$ cat src/rtl/spi_ring_pkg.sv
// Shared constants for the SPI ring-buffer target: register indices and
// event bit positions. Assumes an 8-bit local data path.
package spi_ring_pkg;
    localparam int NUM_EV = 6;

    localparam logic [2:0] REG_CTRL   = 3'd0;
    localparam logic [2:0] REG_EVSTAT = 3'd1;
    localparam logic [2:0] REG_EVMASK = 3'd2;
    localparam logic [2:0] REG_LEVEL  = 3'd3;
    localparam logic [2:0] REG_PTR    = 3'd4;
    localparam logic [2:0] REG_STATUS = 3'd5;

    localparam int EV_HALF   = 0;
    localparam int EV_FULL   = 1;
    localparam int EV_LEVEL  = 2;
    localparam int EV_CSFALL = 3;
    localparam int EV_CSRISE = 4;
    localparam int EV_EOR    = 5;
endpackage

$ cat src/rtl/spi_ring_sync.sv
// Two-flop synchronizer with edge detection for a vector of asynchronous
// pins. Assumes each pin holds a level for at least three system clocks.
module spi_ring_sync #(
    parameter int         W    = 3,
    parameter logic [W-1:0] INIT = '0
) (
    input  logic         clk,
    input  logic         rst_n,
    input  logic [W-1:0] din,
    output logic [W-1:0] q,
    output logic [W-1:0] rise,
    output logic [W-1:0] fall
);
    for (genvar i = 0; i < W; i++) begin : g_bit
        logic s1, s2, s3;
        // Resynchronize one pin and keep its previous value for edges.
        always_ff @(posedge clk) begin
            if (!rst_n) begin
                s1 <= INIT[i];
                s2 <= INIT[i];
                s3 <= INIT[i];
            end else begin
                s1 <= din[i];
                s2 <= s1;
                s3 <= s2;
            end
        end
        assign q[i]    = s2;
        assign rise[i] = s2 & ~s3;
        assign fall[i] = ~s2 & s3;
    end
endmodule

$ cat src/rtl/spi_ring_shifter.sv
// Bit engine for SPI mode 0: assembles incoming bytes on rising SCLK and
// shifts the outgoing byte on falling SCLK. Pulses byte_done one cycle
// after the eighth rising edge. Assumes synchronized single-cycle edges.
module spi_ring_shifter (
    input  logic       clk,
    input  logic       rst_n,
    input  logic       en,
    input  logic       active,
    input  logic       cs_start,
    input  logic       sclk_rise,
    input  logic       sclk_fall,
    input  logic       mosi_s,
    input  logic [7:0] tx_byte,
    output logic [7:0] rx_byte,
    output logic       byte_done,
    output logic       tx_bit,
    output logic       clk_seen
);
    logic [2:0] bitcnt;
    logic [7:0] tx_sr;

    // Shift registers, bit counter and clock-seen flag for one window.
    always_ff @(posedge clk) begin
        if (!rst_n || !en) begin
            bitcnt    <= '0;
            rx_byte   <= '0;
            tx_sr     <= '0;
            byte_done <= 1'b0;
            clk_seen  <= 1'b0;
        end else begin
            byte_done <= 1'b0;
            if (cs_start) begin
                bitcnt   <= '0;
                tx_sr    <= tx_byte;
                clk_seen <= 1'b0;
            end else if (active) begin
                if (sclk_rise) begin
                    rx_byte  <= {rx_byte[6:0], mosi_s};
                    bitcnt   <= bitcnt + 3'd1;
                    clk_seen <= 1'b1;
                    if (bitcnt == 3'd7) begin
                        byte_done <= 1'b1;
                    end
                end else if (sclk_fall && clk_seen) begin
                    if (bitcnt == 3'd0) begin
                        tx_sr <= tx_byte;
                    end else begin
                        tx_sr <= {tx_sr[6:0], 1'b0};
                    end
                end
            end
        end
    end

    assign tx_bit = tx_sr[7];
endmodule

$ cat src/rtl/spi_ring_regs.sv
// Control, event-status, mask and level-threshold registers. Event bits
// are write-1-to-clear with set priority; all events clear while disabled.
module spi_ring_regs
    import spi_ring_pkg::*;
#(
    parameter int LW = 7
) (
    input  logic              clk,
    input  logic              rst_n,
    input  logic              wr_en,
    input  logic [2:0]        wr_sel,
    input  logic [7:0]        wr_data,
    input  logic [NUM_EV-1:0] ev_set,
    output logic              en,
    output logic              hwen,
    output logic              wrap,
    output logic [NUM_EV-1:0] evstat,
    output logic [NUM_EV-1:0] evmask,
    output logic [LW-1:0]     lvl,
    output logic              lvl_dis
);
    logic [NUM_EV-1:0] ev_next;

    // Control bits: enable, host write enable, wrap.
    always_ff @(posedge clk) begin
        if (!rst_n) begin
            {wrap, hwen, en} <= '0;
        end else if (wr_en && wr_sel == REG_CTRL) begin
            {wrap, hwen, en} <= wr_data[2:0];
        end
    end

    // Event mask register.
    always_ff @(posedge clk) begin
        if (!rst_n) begin
            evmask <= '0;
        end else if (wr_en && wr_sel == REG_EVMASK) begin
            evmask <= wr_data[NUM_EV-1:0];
        end
    end

    // Level threshold: field changes only while the lock was already set.
    always_ff @(posedge clk) begin
        if (!rst_n) begin
            lvl     <= '0;
            lvl_dis <= 1'b1;
        end else if (wr_en && wr_sel == REG_LEVEL) begin
            lvl_dis <= wr_data[7];
            if (lvl_dis) begin
                lvl <= wr_data[LW-1:0];
            end
        end
    end

    // Next event status: set wins over write-1-to-clear.
    always_comb begin
        ev_next = evstat;
        for (int i = 0; i < NUM_EV; i++) begin
            if (ev_set[i]) begin
                ev_next[i] = 1'b1;
            end else if (wr_en && wr_sel == REG_EVSTAT && wr_data[i]) begin
                ev_next[i] = 1'b0;
            end
        end
    end

    // Event status register, held clear while disabled.
    always_ff @(posedge clk) begin
        if (!rst_n || !en) begin
            evstat <= '0;
        end else begin
            evstat <= ev_next;
        end
    end
endmodule

$ cat src/rtl/spi_ring_target.sv
// Full-duplex SPI target with circular input and output buffers sharing one
// pointer. Raises half, full, level and chip-select events for a local
// controller. Assumes 8 <= DEPTH <= 128, DEPTH a power of two, and a system
// clock at least eight times faster than SCLK.
module spi_ring_target
    import spi_ring_pkg::*;
#(
    parameter  int DEPTH = 128,
    localparam int AW    = $clog2(DEPTH)
) (
    input  logic        clk,
    input  logic        rst_n,
    input  logic        sclk,
    input  logic        cs_n,
    input  logic        mosi,
    output logic        miso,
    input  logic        bus_we,
    input  logic [AW:0] bus_addr,
    input  logic [7:0]  bus_wdata,
    output logic [7:0]  bus_rdata,
    output logic        irq
);
    localparam logic [AW-1:0] LAST_IDX = AW'(DEPTH - 1);
    localparam logic [AW-1:0] HALF_IDX = AW'(DEPTH / 2 - 1);

    logic [2:0] pin_q, pin_rise, pin_fall;
    logic       cs_low, cs_fall, cs_rise, sclk_rise, sclk_fall;
    logic [1:0] unused_edges;

    logic              en, hwen, wrap, lvl_dis, busy, active;
    logic [NUM_EV-1:0] evstat, evmask, ev_set;
    logic [AW-1:0]     lvl;
    logic [AW:0]       ptr, xcnt, xcnt_inc;
    logic [AW-1:0]     ptr_idx;
    logic              at_end, byte_done, clk_seen, tx_bit, store, step;
    logic [7:0]        rx_byte, tx_byte;

    logic [7:0] ibuf [DEPTH];
    logic [7:0] obuf [DEPTH];

    spi_ring_sync #(.W(3), .INIT(3'b010)) u_sync (
        .clk  (clk),
        .rst_n(rst_n),
        .din  ({sclk, cs_n, mosi}),
        .q    (pin_q),
        .rise (pin_rise),
        .fall (pin_fall)
    );

    assign cs_low       = ~pin_q[1];
    assign cs_fall      = pin_fall[1];
    assign cs_rise      = pin_rise[1];
    assign sclk_rise    = pin_rise[2];
    assign sclk_fall    = pin_fall[2];
    assign unused_edges = {pin_rise[0], pin_fall[0]};

    assign active  = en & cs_low;
    assign busy    = active;
    assign ptr_idx = ptr[AW-1:0];
    assign at_end  = ptr[AW];
    assign tx_byte = obuf[ptr_idx];

    spi_ring_shifter u_shift (
        .clk      (clk),
        .rst_n    (rst_n),
        .en       (en),
        .active   (active),
        .cs_start (en & cs_fall),
        .sclk_rise(sclk_rise),
        .sclk_fall(sclk_fall),
        .mosi_s   (pin_q[0]),
        .tx_byte  (tx_byte),
        .rx_byte  (rx_byte),
        .byte_done(byte_done),
        .tx_bit   (tx_bit),
        .clk_seen (clk_seen)
    );

    assign miso     = active & tx_bit;
    assign step     = byte_done & en & ~at_end;
    assign store    = step & hwen;
    assign xcnt_inc = xcnt + (AW + 1)'(1);

    // Shared pointer: steps per byte, wraps or parks at DEPTH.
    always_ff @(posedge clk) begin
        if (!rst_n || !en) begin
            ptr <= '0;
        end else if (step) begin
            if (wrap && ptr_idx == LAST_IDX) begin
                ptr <= '0;
            end else begin
                ptr <= ptr + (AW + 1)'(1);
            end
        end
    end

    // Bytes received since chip select fell, saturating.
    always_ff @(posedge clk) begin
        if (!rst_n || !en || cs_fall) begin
            xcnt <= '0;
        end else if (byte_done && xcnt != '1) begin
            xcnt <= xcnt_inc;
        end
    end

    // Input buffer write from the SPI side.
    always_ff @(posedge clk) begin
        if (store) begin
            ibuf[ptr_idx] <= rx_byte;
        end
    end

    // Output buffer write from the local side.
    always_ff @(posedge clk) begin
        if (bus_we && bus_addr[AW]) begin
            obuf[bus_addr[AW-1:0]] <= bus_wdata;
        end
    end

    // Event set conditions.
    always_comb begin
        ev_set            = '0;
        ev_set[EV_HALF]   = step && ptr_idx == HALF_IDX;
        ev_set[EV_FULL]   = step && ptr_idx == LAST_IDX;
        ev_set[EV_LEVEL]  = en && byte_done && !lvl_dis && lvl != '0
                            && xcnt_inc == {1'b0, lvl};
        ev_set[EV_CSFALL] = en && cs_fall;
        ev_set[EV_CSRISE] = en && cs_rise;
        ev_set[EV_EOR]    = en && cs_rise && clk_seen;
    end

    spi_ring_regs #(.LW(AW)) u_regs (
        .clk    (clk),
        .rst_n  (rst_n),
        .wr_en  (bus_we & ~bus_addr[AW]),
        .wr_sel (bus_addr[2:0]),
        .wr_data(bus_wdata),
        .ev_set (ev_set),
        .en     (en),
        .hwen   (hwen),
        .wrap   (wrap),
        .evstat (evstat),
        .evmask (evmask),
        .lvl    (lvl),
        .lvl_dis(lvl_dis)
    );

    // Local read mux: registers or input buffer.
    always_comb begin
        bus_rdata = '0;
        if (bus_addr[AW]) begin
            bus_rdata = ibuf[bus_addr[AW-1:0]];
        end else begin
            case (bus_addr[2:0])
                REG_CTRL:   bus_rdata[2:0] = {wrap, hwen, en};
                REG_EVSTAT: bus_rdata[NUM_EV-1:0] = evstat;
                REG_EVMASK: bus_rdata[NUM_EV-1:0] = evmask;
                REG_LEVEL: begin
                    bus_rdata[7]      = lvl_dis;
                    bus_rdata[AW-1:0] = lvl;
                end
                REG_PTR:    bus_rdata[AW:0] = ptr;
                REG_STATUS: bus_rdata[0] = busy;
                default:    bus_rdata = '0;
            endcase
        end
    end

    assign irq = |(evstat & evmask);
endmodule

$ cat config.mk
export PLATFORM = sky130hd
export DESIGN_NAME = spi_ring_target
export DESIGN_NICKNAME = d
export VERILOG_FILES = /design/src/rtl/spi_ring_pkg.sv /design/src/rtl/spi_ring_sync.sv /design/src/rtl/spi_ring_shifter.sv /design/src/rtl/spi_ring_regs.sv /design/src/rtl/spi_ring_target.sv
export SDC_FILE = /design/constraint.sdc
export NUM_CORES = 2
export LEC_CHECK = 0
export BUFFER_PORTS_ARGS = -buffer_cell sky130_fd_sc_hd__buf_2
export CAP_MARGIN = 0
export CORE_MARGIN = 1
export CORE_UTILIZATION = 55
export DETAILED_ROUTE_END_ITERATION = 16
export GPL_ROUTABILITY_DRIVEN = 0
export GPL_TIMING_DRIVEN = 0
export PLACE_DENSITY = 0.71
export RECOVER_POWER = 50
export SYNTH_ARGS = -nofsm -noshare
export SYNTH_HDL_FRONTEND = slang
export SYNTH_SLANG_ARGS = --single-unit
$ cat constraint.sdc
create_clock -name clk -period 2.9 [get_ports clk]
set_input_delay 0.435 -clock clk [delete_from_list [all_inputs] [get_ports clk]]
set_output_delay 0.435 -clock clk [all_outputs]
set_load 0.02 [all_outputs]
======== Word level (Yosys, flattened, before mapping) ========
Memories as Yosys holds them, arrays and structs flattened. A register that Yosys moved wholly into a read port is not among the register bits.
Index checks and enable logic that the tools add are counted.
word-level totals
  logic and storage cells ................. 140
  bits in latches ......................... 0
  memory bits (read-only) ................. 0
  output and inout bits ................... 10
  bits in writable memories ............... 2,048
  input bits .............................. 22
  memories ................................ 2
  bits in registers ....................... 68
memory list
  name  words  bits a word  rd ports  clocked after Yosys merged registers in  wr ports  line                   source
  ibuf  128    8            1         0                                        1         spi_ring_target.sv:38  logic [7:0] ibuf [DEPTH];
  obuf  128    8            1         1                                        1         spi_ring_target.sv:39  logic [7:0] obuf [DEPTH];
operators by class
  add/sub/neg operators ................... 3
  div/mod/pow operators ................... 0
  shift operators ......................... 0
  bitwise operators ....................... 21
  multipliers ............................. 0
  reductions and logical operators ........ 46
  magnitude comparators ................... 0
  equal/unequal tests ..................... 11
  muxes and demuxes ....................... 30
operators by type and width
  operator                                        count
  two-way mux 8 bit                               7
  logical AND 1 bit                               23
  two-way mux 1 bit                               17
  adder 8 x 1 -> 8 bit (second input constant)    2
  nonzero test 2 bit                              8
  two-way mux 7 bit                               2
  case mux 3 bit (4 select lines)                 1
  AND 1 bit                                       11
  case mux 2 bit (5 select lines)                 1
  == test 3 bit (second input constant)           3
  NOT 1 bit                                       9
  == test 8 x 7 -> 1 bit                          1
  inequality test 8 bit (second input constant)   1
  == test 7 x 6 -> 1 bit (second input constant)  1
  == test 7 bit (second input constant)           1
  nonzero test 7 bit                              1
  AND 6 bit                                       1
  == test 3 x 2 -> 1 bit (second input constant)  2
  zero test 3 bit                                 2
  case mux 1 bit (6 select lines)                 1
  AND reduction 3 bit                             2
  OR reduction 6 bit                              1
  case mux 2 bit (2 select lines)                 1
  AND reduction 2 bit                             2
  other kinds (7)                                 10

======== Longest topological paths before layout ========
  word-level depth ........................ 7
  depth in mapped cells ................... 11
  depth with buffers taken out ............ 8

======== Hierarchy ========
From an unflattened synthesis, not the netlist that was laid out.
unflattened totals
  cells, all modules ...................... 4,252
  area, all modules ....................... 82,958.3 um2
by module, submodules not included
  module            cells each  area an instance (um2)  sequential area each (um2)  times used
  spi_ring_target   4,031       80,851.3                61,959.4                    1
  spi_ring_shifter  99          944.7                   420.4                       1
  spi_ring_regs     95          865.8                   460.4                       1
  spi_ring_sync     27          296.5                   180.2                       1

======== Least setup slack after synthesis ========
No wires, ideal clock.
  kind .................................... input port to output port
  from .................................... input bus_addr[0]
  to ...................................... output bus_rdata[1]
  buffers on the path ..................... 3
  slack ................................... 0.194 ns
  stages .................................. 9
  data required time ...................... 2.465 ns
  arrival ................................. 2.271 ns
  path through ............................ buf_2 buf_2 buf_2 mux4_2 mux2i_1 o22ai_1 nor3_1 nor2_1 o211a_1
on the way
  longest elaborated chain between the ends .. 3
ends and longest elaborated chain
  element                                                                       line                    source
  start, declared                                                               spi_ring_target.sv:18   input logic [AW:0] bus_addr,
  parallel branches: the longest is 2 deep, another holds memory (128 x 8 bit)  -
  two-way mux 8 bit (*)                                                         spi_ring_target.sv:151  if (bus_addr[AW]) begin
  end, declared                                                                 spi_ring_target.sv:20   output logic [7:0] bus_rdata,
Every way passes the cells marked *.

======== Worst setup path in the final report ========
  from .................................... input bus_addr[1]
  to ...................................... output bus_rdata[1]
Same word-level chain as after synthesis.

==> metrics.md <==
| Metric | Value |
|---|---|
| Filler Cell Count | `9928` |
| TritonCTS sink count | `2123` |
| Reg2Reg Setup Slack | `-150 ps` |
| Dpl ws | `-2260 ps` |
| Setup slack after layout | `-623 ps` |
| Cell area after synthesis | `83300 sq um` |
| Io pins | `32` |
| Core area | `150000 sq um` |
| Worst-skew pair later-pin latency | `840 ps` |
| GR peak layer | `met2` |
| Vias in the first global route | `42760` |
| Via-per-instance ratio | `6.72` |
| Met2 usage | `0.465` |
| CTS buffer count | `203` |
| Non-Filler Instances | `6474` |
| Hold Vio Cnt, Final | `0` |
| Fmax | `0.284 GHz` |
| Sequential fraction of the synthesis area | `0.757` |
| Critical path peak fanout | `10` |
| Synthesized instance count | `4013` |
| ANT nets after route | `0` |
| Min Tclk post-route | `3520 ps` |
| Syn_area_per_cell | `20.7 sq um` |
| 1st-iter DRT viols | `5762` |
| Fraction of layout instances using a drive strength above 1 | `0.315` |
| Primary FF master, synth | `edfxtp_1` |
| Async set or reset register ratio after synthesis | `0` |
| CP Data Arrival Time | `3090 ps` |
| H-tree Lvls | `4` |
| Final Cell Area | `95500 sq um` |
| Max-slew violations | `826` |
| EDFF count, synth | `2048` |
| Global-route wire length before repair | `316 mm` |
| Vias | `43503` |
| Hold WS | `219 ps` |
| DP Cell Count | `6071` |
| M3 GR Usage | `0.0739` |
| Power Total | `0.0607 W` |
| Pin count of the biggest net entering global routing | `101` |
| Die area | `153000 sq um` |
| Cell variety after synth | `76` |
| P per Cell Area | `636 nW/um^2` |
| DRC Markers | `0` |
| WL/cell | `34.7 um` |
| Worst Path Required | `2470 ps` |
| Violated checks | `max-capacitance violations, max-slew violations, negative setup slack` |
| GRT Util Overall | `0.297` |
| Min-Delay Path Class | `in -> reg` |
| Clk_skew | `38.3 ps` |
| Setup-failing EPs final | `540` |
| Period utilisation layout | `1.21` |
| Post-Route WL | `225 mm` |
| Cell row count | `142` |
| RSZ-0062 raised after global routing | `true` |
| Syn. warnings | `0` |
| Max Cap Viol | `15` |
| Yosys reg bits | `2123` |
| HPWL Detailed | `142 mm` |
| Max transition margin | `-0.989` |
| Critical path class | `in -> out` |
| Pre-antenna DRT Iters | `6` |
| Status | `finished, violations left` |
| GRT overflow | `0` |
| Initial core utilization | `0.555` |
| CTS Root Cell | `clkbuf_16` |
| Die H | `391 um` |
| Worst-path clk slew | `60 ps` |
| Setup crit end kind | `output pin` |
| Initial antenna violation count | `5` |
| Leak | `27.7 nW` |
| Measured slew at the worst slew-check pin | `2980 ps` |
| Area delta synth->final | `14.7%` |
| Final #Nets | `4311` |
| Placed Area | `86400 sq um` |
| CTS Buffer Depth | `3` |
| Syn_nets | `4040` |
| VDD IR max | `0.551 mV` |
| # port buffers | `25` |
| Die width | `391 um` |
| Met1 Use GR | `0.390` |
| CP startpoint kind | `input port` |
| CTS tree | `built` |
metal layers:
layer | vias to the layer above | routed length (um)
met5 | - | 88
met4 | 10 | 12600
met3 | 685 | 23500
met2 | 2969 | 107000
met1 | 22612 | 81600
li1 | 17227 | -
through the flow:
stage / util / setup TNS (ps)
finish: 0.637 / -36750
floorplan: - / 0
global route: 0.637 / -116410
global placement: 0.573 / -3332950
detailed placement: 0.576 / -2083890
CTS: 0.635 / -5300
worst max-delay path, cell delays in order:
cell and delay (ps):
clkbuf_2 210, clkbuf_8 270, buf_4 300, buf_2 310, mux2i_1 110, nor2_1 110, a21oi_1 50, o21ai_0 630
o211a_1 420, buf_2 220
registers in the layout (all words and copies together), names as in the netlist, 2 cells and up, named ones only:
signal	count
u_shift.bitcnt	3
u_regs.lvl	7
u_sync.g_bit.s3	2
xcnt	8
u_regs.evmask	6
u_shift.rx_byte	8
u_regs.evstat	6
u_sync.g_bit.s2	3
u_shift.tx_sr	8
ibuf	1024
ptr	8
obuf	1024
u_sync.g_bit.s1	3
power breakdown:
group | internal, W | leakage (nW) | switching [W] | total (W)
clock network | 0.0146 | 3.14 | 0.0112 | 0.0258
registers | 0.0334 | 18.1 | 0.0000143 | 0.0334
logic | 0.000421 | 6.53 | 0.00110 | 0.00153
repair_timing:
item	4_1_cts	5_1_grt
resized for setup	658	173
endpoints found under the setup margin	1772	1336
endpoints found under the hold margin	5	0
hold buffers	4	0
pin swaps	49	23
gates cloned	0	0
setup buffers	23	0
cells in the mapped netlist, types with 6 or more instances:
library cell,count,share of area
edfxtp_1,2048,0.74
mux4_2,490,0.13
nor2_1,338,0.015
mux2i_1,162,0.019
nand2_1,109,0.0049
clkbuf_1,82,0.0037
dfxtp_1,75,0.018
o22ai_1,69,0.0052
a21oi_1,55,0.0033
buf_2,52,0.0031
nand3_1,40,0.0024
o21ai_0,35,0.0021
mux4_1,34,0.011
a22oi_1,33,0.0030
mux2_2,27,0.0037
buf_6,24,0.0032
buf_1,23,0.0010
nor3_1,22,0.0013
buf_4,20,0.0018
nor2b_1,20,0.0015
a21boi_0,16,0.0014
nand2b_1,15,0.0011
a221oi_1,13,0.0014
inv_1,13,0.00059
and2_1,12,0.00090
xnor2_1,12,0.0013
nor4_1,11,0.00083
a31oi_1,8,0.00060
xor2_1,8,0.00084
a31o_2,7,0.00074
and3b_1,7,0.00074
nand4_1,7,0.00053
nor3b_1,7,0.00063
o21a_1,7,0.00063
o221a_2,7,0.00095
a22o_1,6,0.00063
and3_1,6,0.00045
buf_12,6,0.0014
nand3b_1,6,0.00054
o21ai_1,6,0.00036
o221ai_1,6,0.00063
or3_1,6,0.00045
final timing paths:
kind                                                      start                       endpoint  cells past startpoint
worst max-delay path                                bus_addr[1]                   bus_rdata[1]                     10
worst min register to register    u_sync.g_bit[2].s1$_SDFF_PN0_  u_sync.g_bit[2].s2$_SDFF_PN0_                      1
worst max register to register  u_shift.rx_byte[2]$_SDFFE_PP0P_          ibuf[97][2]$_DFFE_PP_                      1
worst min-delay path                                     bus_we          obuf[32][3]$_DFFE_PP_                      3
cell usage in the layout, fill, tap and decap left out, types with 29 or more instances in the layout:
cell,netlist,final
mux2i_4,0,40
nor2_2,0,95
a22oi_1,33,29
nand2_1,109,102
clkbuf_1,82,81
clkinv_2,0,30
o21ai_0,35,34
nand3_1,40,38
mux4_2,490,499
o22ai_1,69,43
clkbuf_8,4,29
edfxtp_1,2048,2048
a21oi_1,55,52
clkinv_1,0,55
mux2i_1,162,98
buf_6,24,53
buf_4,20,56
nor2_1,338,154
nor2_4,0,89
dfxtp_1,75,73
clkbuf_16,0,214
logic make-up (layout without fill, tap and decap cells):
| family | count (synthesis) | count (layout) | synth area share |
|---|---|---|---|
| simple gates | 619 | 619 | 0.0328 |
| fa+ha+maj | 5 | 5 | 0.000751 |
| compound gates | 302 | 302 | 0.0247 |
| mux | 713 | 713 | 0.166 |
| xor+xnor | 20 | 20 | 0.00210 |
| other cells | 0 | 1 | 0 |
| flops | 2123 | 2123 | 0.757 |
| buf+inv | 231 | 675 | 0.0164 |
area by class of cell:
cell class                 count  area [sq um]  area share
inverter                      14          52.6    0.000550
clock inverter               105           769     0.00806
tap                         2016          2520      0.0264
sequential                  2123         63000       0.660
timing repair buffer          70           541     0.00566
antenna                        1          2.50   0.0000262
clock buffer                 273          5650      0.0592
multi-input combinational   1659         20800       0.218
buffer                       213          2100      0.0220
(Power assumes the default switching activity.)
